$ cat src/rtl/nor_seq_pkg.sv
package nor_seq_pkg;
  localparam int SHORT_W = 4;
  localparam int LONG_W  = 8;
  localparam int CS_W    = 2;

  typedef enum logic [2:0] {
    PH_IDLE, PH_SETUP, PH_ADV, PH_TURN, PH_STRB, PH_LATE, PH_HOLD
  } phase_t;

  typedef struct packed {
    logic              wide;
    logic              muxed;
    logic              rdy_en;
    logic              rdy_early;
    logic              wr_permit;
    logic [CS_W-1:0]   sel;
    logic [SHORT_W-1:0] t_ce;
    logic [SHORT_W-1:0] t_adv;
    logic [SHORT_W-1:0] t_turn;
    logic [SHORT_W-1:0] t_hold;
    logic [LONG_W-1:0]  t_oe;
    logic [LONG_W-1:0]  t_we;
  } nor_cfg_t;
endpackage

$ cat src/rtl/nor_phase_fsm.sv
module nor_phase_fsm
  import nor_seq_pkg::*;
#(
  parameter int AW = 20,
  parameter int DW = 32
) (
  input  logic          clk,
  input  logic          rst,
  input  logic          req,
  input  logic          req_wr,
  input  logic [AW-1:0] req_addr,
  input  logic [DW-1:0] req_wdata,
  input  nor_cfg_t      cfg_in,
  input  logic          rdy_ok,
  input  logic [DW-1:0] ad_in,
  output phase_t        nxt_ph,
  output nor_cfg_t      use_cfg,
  output logic          use_wr,
  output logic [AW-1:0] use_addr,
  output logic [DW-1:0] use_wdata,
  output logic          done,
  output logic [DW-1:0] rdata
);
  localparam int HW = DW / 2;
  localparam logic [DW-1:0] LOW_MASK = {{(DW-HW){1'b0}}, {HW{1'b1}}};

  phase_t            ph;
  logic [LONG_W-1:0] cnt, cnt_n;
  nor_cfg_t          cfg_q;
  logic              wr_q;
  logic [AW-1:0]     addr_q;
  logic [DW-1:0]     wdata_q;
  logic              cap, fin;
  logic              idle;

  assign idle      = (ph == PH_IDLE);
  assign use_cfg   = idle ? cfg_in    : cfg_q;
  assign use_wr    = idle ? req_wr    : wr_q;
  assign use_addr  = idle ? req_addr  : addr_q;
  assign use_wdata = idle ? req_wdata : wdata_q;

  always_comb begin
    nxt_ph = ph;
    cnt_n  = (cnt == '0) ? '0 : cnt - 1'b1;
    cap    = 1'b0;
    fin    = 1'b0;
    case (ph)
      PH_IDLE: if (req) begin
        nxt_ph = PH_SETUP;
        cnt_n  = LONG_W'(cfg_in.t_ce);
      end
      PH_SETUP: if (cnt == '0) begin
        nxt_ph = PH_ADV;
        cnt_n  = LONG_W'(cfg_q.t_adv);
      end
      PH_ADV: if (cnt == '0) begin
        if (cfg_q.muxed) begin
          nxt_ph = PH_TURN;
          cnt_n  = LONG_W'(cfg_q.t_turn);
        end else begin
          nxt_ph = PH_STRB;
          cnt_n  = wr_q ? cfg_q.t_we : cfg_q.t_oe;
        end
      end
      PH_TURN: if (cnt == '0) begin
        nxt_ph = PH_STRB;
        cnt_n  = wr_q ? cfg_q.t_we : cfg_q.t_oe;
      end
      PH_STRB: if (cnt == '0) begin
        if (wr_q) begin
          nxt_ph = PH_HOLD;
          cnt_n  = LONG_W'(cfg_q.t_hold);
        end else if (!cfg_q.rdy_en || rdy_ok) begin
          if (cfg_q.rdy_en && cfg_q.rdy_early) begin
            nxt_ph = PH_LATE;
          end else begin
            cap    = 1'b1;
            nxt_ph = PH_HOLD;
            cnt_n  = LONG_W'(cfg_q.t_hold);
          end
        end
      end
      PH_LATE: begin
        cap    = 1'b1;
        nxt_ph = PH_HOLD;
        cnt_n  = LONG_W'(cfg_q.t_hold);
      end
      PH_HOLD: if (cnt == '0) begin
        nxt_ph = PH_IDLE;
        fin    = 1'b1;
      end
      default: nxt_ph = PH_IDLE;
    endcase
  end

  always_ff @(posedge clk) begin
    if (rst) begin
      ph      <= PH_IDLE;
      cnt     <= '0;
      cfg_q   <= '0;
      wr_q    <= 1'b0;
      addr_q  <= '0;
      wdata_q <= '0;
      done    <= 1'b0;
      rdata   <= '0;
    end else begin
      ph   <= nxt_ph;
      cnt  <= cnt_n;
      done <= fin;
      if (idle && req) begin
        cfg_q   <= cfg_in;
        wr_q    <= req_wr;
        addr_q  <= req_addr;
        wdata_q <= req_wdata;
      end
      if (cap) rdata <= cfg_q.wide ? ad_in : (ad_in & LOW_MASK);
    end
  end

  // a read waiting on ready keeps its strobe phase
  a_r8_wait_ready: assert property (@(posedge clk) disable iff (rst)
    (ph == PH_STRB && !wr_q && cfg_q.rdy_en && !rdy_ok) |=> (ph == PH_STRB));
  // the extra early-ready cycle always leads into hold
  a_r9_late_to_hold: assert property (@(posedge clk) disable iff (rst)
    (ph == PH_LATE) |=> (ph == PH_HOLD));
  // completion is a single-cycle pulse
  a_r10_single_done: assert property (@(posedge clk) disable iff (rst)
    done |=> !done);
endmodule

$ cat src/rtl/nor_pin_drv.sv
module nor_pin_drv
  import nor_seq_pkg::*;
#(
  parameter int AW  = 20,
  parameter int DW  = 32,
  parameter int NCS = 4
) (
  input  logic            clk,
  input  logic            rst,
  input  phase_t          nxt_ph,
  input  logic            muxed,
  input  logic            wide,
  input  logic            wr_permit,
  input  logic [CS_W-1:0] sel,
  input  logic            is_wr,
  input  logic [AW-1:0]   addr,
  input  logic [DW-1:0]   wdata,
  input  logic            pol_ce,
  input  logic            pol_adv,
  input  logic            pol_strobe,
  output logic [NCS-1:0]  ce_o,
  output logic            adv_o,
  output logic            oe_o,
  output logic            we_o,
  output logic [AW-1:0]   addr_o,
  output logic [DW-1:0]   ad_o,
  output logic            ad_drive
);
  localparam int HW = DW / 2;
  localparam logic [DW-1:0] LOW_MASK = {{(DW-HW){1'b0}}, {HW{1'b1}}};

  logic [NCS-1:0] ce_n, ce_act;
  logic           adv_act, oe_act, we_act, bus_drv;
  logic           busy_n, adv_n, oe_n, we_n, drv_n, wr_data_ph;
  logic [DW-1:0]  mask, bus_n, bus_q;

  assign busy_n = (nxt_ph != PH_IDLE);
  assign mask   = wide ? '1 : LOW_MASK;

  for (genvar i = 0; i < NCS; i++) begin : g_ce
    assign ce_n[i] = busy_n && (sel == CS_W'(i));
    assign ce_o[i] = ~(ce_act[i] ^ pol_ce);
  end

  assign adv_n = (nxt_ph == PH_ADV);
  assign oe_n  = !is_wr && (nxt_ph == PH_STRB || nxt_ph == PH_LATE);
  assign we_n  = is_wr && wr_permit && (nxt_ph == PH_STRB);
  assign wr_data_ph = is_wr && (nxt_ph == PH_TURN || nxt_ph == PH_STRB ||
                      nxt_ph == PH_HOLD ||
                      (!muxed && (nxt_ph == PH_SETUP || nxt_ph == PH_ADV)));

  always_comb begin
    drv_n = 1'b0;
    bus_n = '0;
    if (muxed && adv_n) begin
      drv_n = 1'b1;
      bus_n = DW'(addr) & mask;
    end else if (wr_data_ph) begin
      drv_n = 1'b1;
      bus_n = wdata & mask;
    end
  end

  always_ff @(posedge clk) begin
    if (rst) begin
      ce_act  <= '0;
      adv_act <= 1'b0;
      oe_act  <= 1'b0;
      we_act  <= 1'b0;
      bus_drv <= 1'b0;
      bus_q   <= '0;
      addr_o  <= '0;
    end else begin
      ce_act  <= ce_n;
      adv_act <= adv_n;
      oe_act  <= oe_n;
      we_act  <= we_n;
      bus_drv <= drv_n;
      bus_q   <= bus_n;
      if (busy_n) addr_o <= addr;
    end
  end

  assign adv_o    = ~(adv_act ^ pol_adv);
  assign oe_o     = ~(oe_act ^ pol_strobe);
  assign we_o     = ~(we_act ^ pol_strobe);
  assign ad_o     = bus_q;
  assign ad_drive = bus_drv;

  a_r3_one_chip: assert property (@(posedge clk) disable iff (rst)
    $onehot0(ce_act));
  a_r2_adv_in_ce: assert property (@(posedge clk) disable iff (rst)
    adv_act |-> (ce_act != '0));
  a_r7_strobes_apart: assert property (@(posedge clk) disable iff (rst)
    !(oe_act && we_act));
  a_r4_release_first: assert property (@(posedge clk) disable iff (rst)
    $rose(oe_act) |-> !$past(bus_drv));
endmodule

$ cat src/rtl/nor_bus_seq.sv
module nor_bus_seq
  import nor_seq_pkg::*;
#(
  parameter int AW = 20,
  parameter int DW = 32
) (
  input  logic               clk,
  input  logic               rst,
  input  logic               cfg_wide,
  input  logic               cfg_muxed,
  input  logic               cfg_rdy_en,
  input  logic               cfg_rdy_early,
  input  logic               cfg_wr_permit,
  input  logic [CS_W-1:0]    cfg_sel,
  input  logic               pol_ce,
  input  logic               pol_adv,
  input  logic               pol_strobe,
  input  logic               pol_rdy,
  input  logic [SHORT_W-1:0] tm_ce_setup,
  input  logic [SHORT_W-1:0] tm_adv,
  input  logic [SHORT_W-1:0] tm_turn,
  input  logic [SHORT_W-1:0] tm_hold,
  input  logic [LONG_W-1:0]  tm_oe,
  input  logic [LONG_W-1:0]  tm_we,
  input  logic               req,
  input  logic               req_wr,
  input  logic [AW-1:0]      req_addr,
  input  logic [DW-1:0]      req_wdata,
  output logic               rsp_done,
  output logic [DW-1:0]      rsp_rdata,
  output logic [(1<<CS_W)-1:0] nor_ce,
  output logic               nor_adv,
  output logic               nor_oe,
  output logic               nor_we,
  output logic [AW-1:0]      nor_addr,
  output logic [DW-1:0]      nor_ad_out,
  output logic               nor_ad_drive,
  input  logic [DW-1:0]      nor_ad_in,
  input  logic               nor_rdy
);
  localparam int NCS = 1 << CS_W;

  nor_cfg_t      cfg_in, use_cfg;
  phase_t        nxt_ph;
  logic          use_wr;
  logic [AW-1:0] use_addr;
  logic [DW-1:0] use_wdata;
  logic          rdy_ok;

  assign cfg_in = '{wide: cfg_wide, muxed: cfg_muxed, rdy_en: cfg_rdy_en,
                    rdy_early: cfg_rdy_early, wr_permit: cfg_wr_permit,
                    sel: cfg_sel, t_ce: tm_ce_setup, t_adv: tm_adv,
                    t_turn: tm_turn, t_hold: tm_hold, t_oe: tm_oe, t_we: tm_we};
  assign rdy_ok = (nor_rdy == pol_rdy);

  nor_phase_fsm #(.AW(AW), .DW(DW)) u_fsm (
    .clk(clk), .rst(rst), .req(req), .req_wr(req_wr), .req_addr(req_addr),
    .req_wdata(req_wdata), .cfg_in(cfg_in), .rdy_ok(rdy_ok), .ad_in(nor_ad_in),
    .nxt_ph(nxt_ph), .use_cfg(use_cfg), .use_wr(use_wr), .use_addr(use_addr),
    .use_wdata(use_wdata), .done(rsp_done), .rdata(rsp_rdata)
  );

  nor_pin_drv #(.AW(AW), .DW(DW), .NCS(NCS)) u_pins (
    .clk(clk), .rst(rst), .nxt_ph(nxt_ph), .muxed(use_cfg.muxed),
    .wide(use_cfg.wide), .wr_permit(use_cfg.wr_permit), .sel(use_cfg.sel),
    .is_wr(use_wr), .addr(use_addr), .wdata(use_wdata), .pol_ce(pol_ce),
    .pol_adv(pol_adv), .pol_strobe(pol_strobe), .ce_o(nor_ce), .adv_o(nor_adv),
    .oe_o(nor_oe), .we_o(nor_we), .addr_o(nor_addr), .ad_o(nor_ad_out),
    .ad_drive(nor_ad_drive)
  );
endmodule

$ cat config.mk
export PLATFORM = sky130hd
export DESIGN_NAME = nor_bus_seq
export DESIGN_NICKNAME = d
export VERILOG_FILES = /design/src/rtl/nor_seq_pkg.sv /design/src/rtl/nor_phase_fsm.sv /design/src/rtl/nor_pin_drv.sv /design/src/rtl/nor_bus_seq.sv
export SDC_FILE = /design/constraint.sdc
export NUM_CORES = 1
export LEC_CHECK = 0
export BUFFER_PORTS_ARGS = -buffer_cell sky130_fd_sc_hd__buf_2
export CORE_ASPECT_RATIO = 0.6
export CORE_MARGIN = 2
export CORE_UTILIZATION = 48
export CTS_CLUSTER_DIAMETER = 30
export CTS_CLUSTER_SIZE = 25
export DETAILED_ROUTE_END_ITERATION = 8
export HOLD_SLACK_MARGIN = 0.15
export PLACE_DENSITY = 0.76
export SKIP_CTS_REPAIR_TIMING = 1
export SLEW_MARGIN = 40
export SYNTH_ARGS = -nofsm -noshare
export SYNTH_HDL_FRONTEND = slang
export SYNTH_HIERARCHICAL = 1
export SYNTH_SLANG_ARGS = --single-unit
$ cat constraint.sdc
create_clock -name clk -period 2.5 [get_ports clk]
set_clock_uncertainty 0.05 [all_clocks]
set_input_delay 0 -clock clk [delete_from_list [all_inputs] [get_ports clk]]
set_output_delay 0 -clock clk [all_outputs]
set_load 0.01 [all_outputs]
==> out/qor.yml, run 1 <==
worst_setup_path:
  endpoint_kind: "register"
  crit_arrival_ns: 2.71
  worstPathRequired_ns: 2.80
  cp_cell_sequence: "inv_2 > ha_4 > nor3b_4 > and2_4 > a21oi_2 > o21a_1 > buf_6 > nor3b_4 > nand2_2 > a31o_4 > clkbuf_16 > a21oi_2"
  cp_slowest_stage_delay_ns: 0.33
  startpoint_type: "register"
  crit_fanout: 8
  cp_slowest_cell: "dfxtp_2"
  critPathKind: "register to register"
sta:
  fin_crit_ns: 2.402
  worst_pin_slew_ns: 0.7971
  setup_tns_ns: 0
  max_freq_ghz: 0.4164
  slew_headroom: 0.4686
  setup_viol: 0
  min_period_over_period: 0.9606
  hold_viol_final: 0
  holdWs_ns: 0.1674
  finalMaxSlewViolations: 0
  setup_slack_ns: 0.09838
floorplan:
  io_pins: 225
  core_um2: 16990
  dieArea_um2: 18330
  die_h_um: 105.7
  start_util: 0.4868
  rows: 37
  die_x_um: 173.5
routing:
  avgRoutedWirePerCell_um: 17.11
  drc_errors: 0
  drtAntennaViolNets: 0
  firstDrtPassIters: 6
  drt_wl_total_um: 27020
  initialDrtViolationCount: 900
  viasPerCell: 5.341
  vias: 8433
cts:
  cts_num_sinks: 192
  cts_tree: "built"
  clockRootBuffer: "clkbuf_16"
  cts_buffers: 17
  clk_latency_ns: 0.43
  cts_max_path_buffers: 2
  htreeDepth: 4
  cts.reportedPaths.clkPinSlew_ns: 0.07
run_status:
  status: "finished clean"
final_layout:
  fin_nets: 1466
  area_growth_pct: 44.02
  antenna_cells: 0
  final_util: 0.7011
  drive_gt1_frac: 0.3152
flow_run:
  drv_cap: 0
logic_synthesis:
  netlist_instances: 985
  syn-cell-area_um2: 8270
  avgSynthCellArea_um2: 8.396
  yosysWarnings: 6
  syn_nets: 1119
placed_design:
  port_buffers: 224
  hpwl_um: 16760
  place_ws_ns: -0.1007
  place_congestion: 0.9260
power_and_ir_drop:
  pwr_density_cell_nw_per_um2: 992.2
  p_leak_nw: 5.089
  ir_drop_mv: 0.5426
  power.total_mw: 11.82
global_routing:
  antenna_found_initial: 0
  grt_max_degree: 157
  grt_pass1_vias: 7186
  overflow: 0
  grt_use_total: 0.2603
  grt_pass1_wl_um: 38280
min_path:
  hold_class: "input port to register"
-- per-layer routing --
layer  GRT usage  up-vias  wire length, µm
li1            -     4064                -
met1      0.3991     3960            12710
met2      0.3531      383            11650
met3     0.07576       26             2324
met4     0.05751        0              332
met5           0        -                0
-- final timing paths --
check,slack [ns],depth (start not counted),to,start
max reg2reg,0.1,12,u_pins/ad_o[9]$_SDFF_PP0_,u_fsm/cnt[1]$_SDFF_PP0_
min reg2reg,0.41,2,u_fsm/cfg_q[6]$_SDFFE_PP0P_,u_fsm/cfg_q[6]$_SDFFE_PP0P_
min,0.17,5,u_fsm/cnt[0]$_SDFF_PP0_,req
max,0.1,12,u_pins/ad_o[9]$_SDFF_PP0_,u_fsm/cnt[1]$_SDFF_PP0_
-- power by group --
group	internal, mW	total [mW]	switching [mW]
Sequential	3.56	3.86	0.300
Clock	1.35	2.71	1.36
Combinational	2.30	5.25	2.95
-- area by class of cell --
| type | count | area [µm²] |
|---|---|---|
| Clock inverter | 14 | 166.4 |
| Sequential cell | 192 | 3847 |
| Timing Repair Buffer | 411 | 2989 |
| Inverter | 7 | 26.28 |
| Tap cell | 234 | 292.8 |
| Fill cell | 1273 | 5079 |
| Multi-Input combinational cell | 703 | 4160 |
| Clock buffer | 18 | 429.2 |
-- state kept, by name, indices dropped and copies added, names as in the netlist, 3 cells and up --
name,cells
u_fsm/cfg_q,35
u_pins/ce_act,4
u_fsm/addr_q,20
u_pins/addr_o,20
u_fsm/cnt,8
u_fsm/rdata,32
u_pins/ad_o,32
u_fsm/wdata_q,32
u_fsm/ph,3
-- critical path: cells and delay by family, from the launching register on --
| family | cells | cell delay, ns |
|---|---|---|
| simple gates | 4 | 0.74 |
| compound gates | 4 | 0.69 |
| fa+ha+maj | 1 | 0.14 |
| buf+inv | 3 | 0.40 |
| flops | 1 | 0.33 |
-- stage by stage --
stage | cells | cell area, µm²
4_1_cts | 1446 | 10430
3_3_place_gp | 1414 | 9816
3_5_place_dp | 1414 | 9834
5_1_grt | 1579 | 11910
6_report | 1579 | 11910
2_1_floorplan | 985 | 8275
-- cells in the final DEF, fill, tap and decap left out, types with 8 or more instances in the layout --
master         instances
nand2_1              256
buf_2                223
dfxtp_1              189
a21oi_1              151
dlygate4sd3_1        125
mux2_2                61
buf_4                 48
o21ai_0               36
nand3_1               23
clkbuf_16             18
nand4_1               16
and2_1                16
a21oi_2               14
nor2_1                12
xnor2_1                9
buf_12                 9
nor2b_1                8
a31oi_1                8
mux2i_1                8
(Power assumes the default switching activity.)
==> inputs of run 2 (changes only) <==
--- a/config.mk
+++ b/config.mk
@@ -14,6 +14,7 @@
 export DETAILED_ROUTE_END_ITERATION = 8
 export HOLD_SLACK_MARGIN = 0.15
 export PLACE_DENSITY = 0.76
+export RECOVER_POWER = 50
 export SKIP_CTS_REPAIR_TIMING = 1
 export SLEW_MARGIN = 40
 export SYNTH_ARGS = -nofsm -noshare
==> out/qor.yml, run 2 (synthesized netlist as in run 1, its figures left out) <==
run_status:
  status: "finished clean"
floorplan:
  start_util: 0.4868
  rows: 37
  io_pins: 225
  die_x_um: 173.5
  core_um2: 16990
  dieArea_um2: 18330
  die_h_um: 105.7
placed_design:
  place_congestion: 0.9260
  hpwl_um: 16760
  place_ws_ns: -0.1007
  port_buffers: 224
worst_setup_path:
  worstPathRequired_ns: 2.80
  endpoint_kind: "register"
  crit_fanout: 8
  crit_arrival_ns: 2.71
  critPathKind: "register to register"
  startpoint_type: "register"
sta:
  fin_crit_ns: 2.405
  worst_pin_slew_ns: 0.7806
  min_period_over_period: 0.9620
  max_freq_ghz: 0.4158
  hold_viol_final: 0
  setup_viol: 0
  slew_headroom: 0.4796
  finalMaxSlewViolations: 0
  setup_slack_ns: 0.09509
global_routing:
  grt_use_total: 0.2603
  grt_pass1_wl_um: 38280
  grt_pass1_vias: 7186
  grt_max_degree: 157
  antenna_found_initial: 0
  overflow: 0
power_and_ir_drop:
  pwr_density_cell_nw_per_um2: 997.0
  swShare: 0.3922
  clkPwrFrac: 0.230
  power.switching_mw: 4.610
  p_leak_nw: 4.690
  p_int_mw: 7.145
  seqPwrFrac: 0.329
  ir_drop_mv: 0.5393
  p_comb_frac: 0.441
routing:
  avgRoutedWirePerCell_um: 17.19
  drt_wl_total_um: 27170
  drc_errors: 0
  drtAntennaViolNets: 0
  firstDrtPassIters: 5
  initialDrtViolationCount: 833
  viasPerCell: 5.320
  vias: 8405
cts:
  cts_num_sinks: 192
  htreeDepth: 4
  clk_latency_ns: 0.43
  cts_max_path_buffers: 2
  cts_tree: "built"
  cts.reportedPaths.clkPinSlew_ns: 0.08
  clockRootBuffer: "clkbuf_16"
  cts_buffers: 17
final_layout:
  final_cell_mix: "256 x nand2_1, 189 x dfxtp_1, 151 x a21oi_1"
  area_growth_pct: 42.56
  largest_reg_flops: 35
  drive_gt1_frac: 0.2446
  largest_register: "u_fsm/cfg_q"
  final_common_cell: "nand2_1"
  final_util: 0.6939
  fin_nets: 1466
min_path:
  hold_class: "input port to register"
flow_run:
  drv_cap: 0
==> run 2: through the flow <==
step / area [µm²] / total power, mW / setup TNS [ns] / instances / hold WS (ns)
after global routing: 11790 / 12.39 / -0.02774 / 1579 / 0.1990
after global placement: 9816 / 8.482 / -2.327 / 1414 / 0.1943
after CTS: 10430 / 11.28 / -2.806 / 1446 / -0.2638
after detailed placement: 9834 / 8.562 / -1.841 / 1414 / 0.1960
after floorplan: 8275 / 7.027 / 0 / 985 / 0.03767
final: 11790 / 11.75 / 0 / 1580 / 0.1707
==> run 2: final timing paths <==
kind | depth (start not counted) | slack (ns) | to | from
worst max-delay path | 12 | 0.1 | u_pins/ad_o[9]$_SDFF_PP0_ | u_fsm/cnt[1]$_SDFF_PP0_
worst min-delay path | 5 | 0.17 | u_fsm/cnt[0]$_SDFF_PP0_ | req
worst max register to register | 12 | 0.1 | u_pins/ad_o[9]$_SDFF_PP0_ | u_fsm/cnt[1]$_SDFF_PP0_
worst min register to register | 2 | 0.41 | u_fsm/addr_q[19]$_SDFFE_PP0P_ | u_fsm/addr_q[19]$_SDFFE_PP0P_
==> run 2: power by group through the flow <==
stage          Clock [mW]  Combinational [mW]  Sequential, mW
3_3_place_gp            0                4.60            3.89
4_1_cts              2.75                4.69            3.84
6_report             2.71                5.19            3.86
3_5_place_dp            0                4.66            3.90
2_1_floorplan           0                3.07            3.95
5_1_grt              2.89                5.58            3.92
==> run 2: critical path, stage by stage (launching register included) <==
cell       delay (ns)
dfxtp_2          0.33
inv_2            0.07
ha_4             0.14
nor3b_4          0.19
and2_4           0.25
a21oi_2          0.07
o21a_1           0.23
buf_6            0.15
nor3b_4          0.21
nand2_2          0.09
a31o_4           0.27
clkbuf_16        0.17
a21oi_2          0.12
==> run 2: metal layers <==
| metal | track usage | up-vias | part of all wire |
|---|---|---|---|
| li1 | - | 4061 | - |
| met2 | 0.3531 | 411 | 0.43 |
| met4 | 0.05751 | 0 | 0.012 |
| met1 | 0.3991 | 3902 | 0.48 |
| met5 | 0 | - | 0 |
| met3 | 0.07576 | 31 | 0.083 |
==> run 2: cell type report <==
class	instances	area (µm²)
sequential	192	3847
antenna	1	2.502
tap	234	292.8
multi-input combinational	703	4160
inverter	7	26.28
timing repair buffer	411	2865
clock buffer	18	429.2
fill	1336	5200
clock inverter	14	166.4
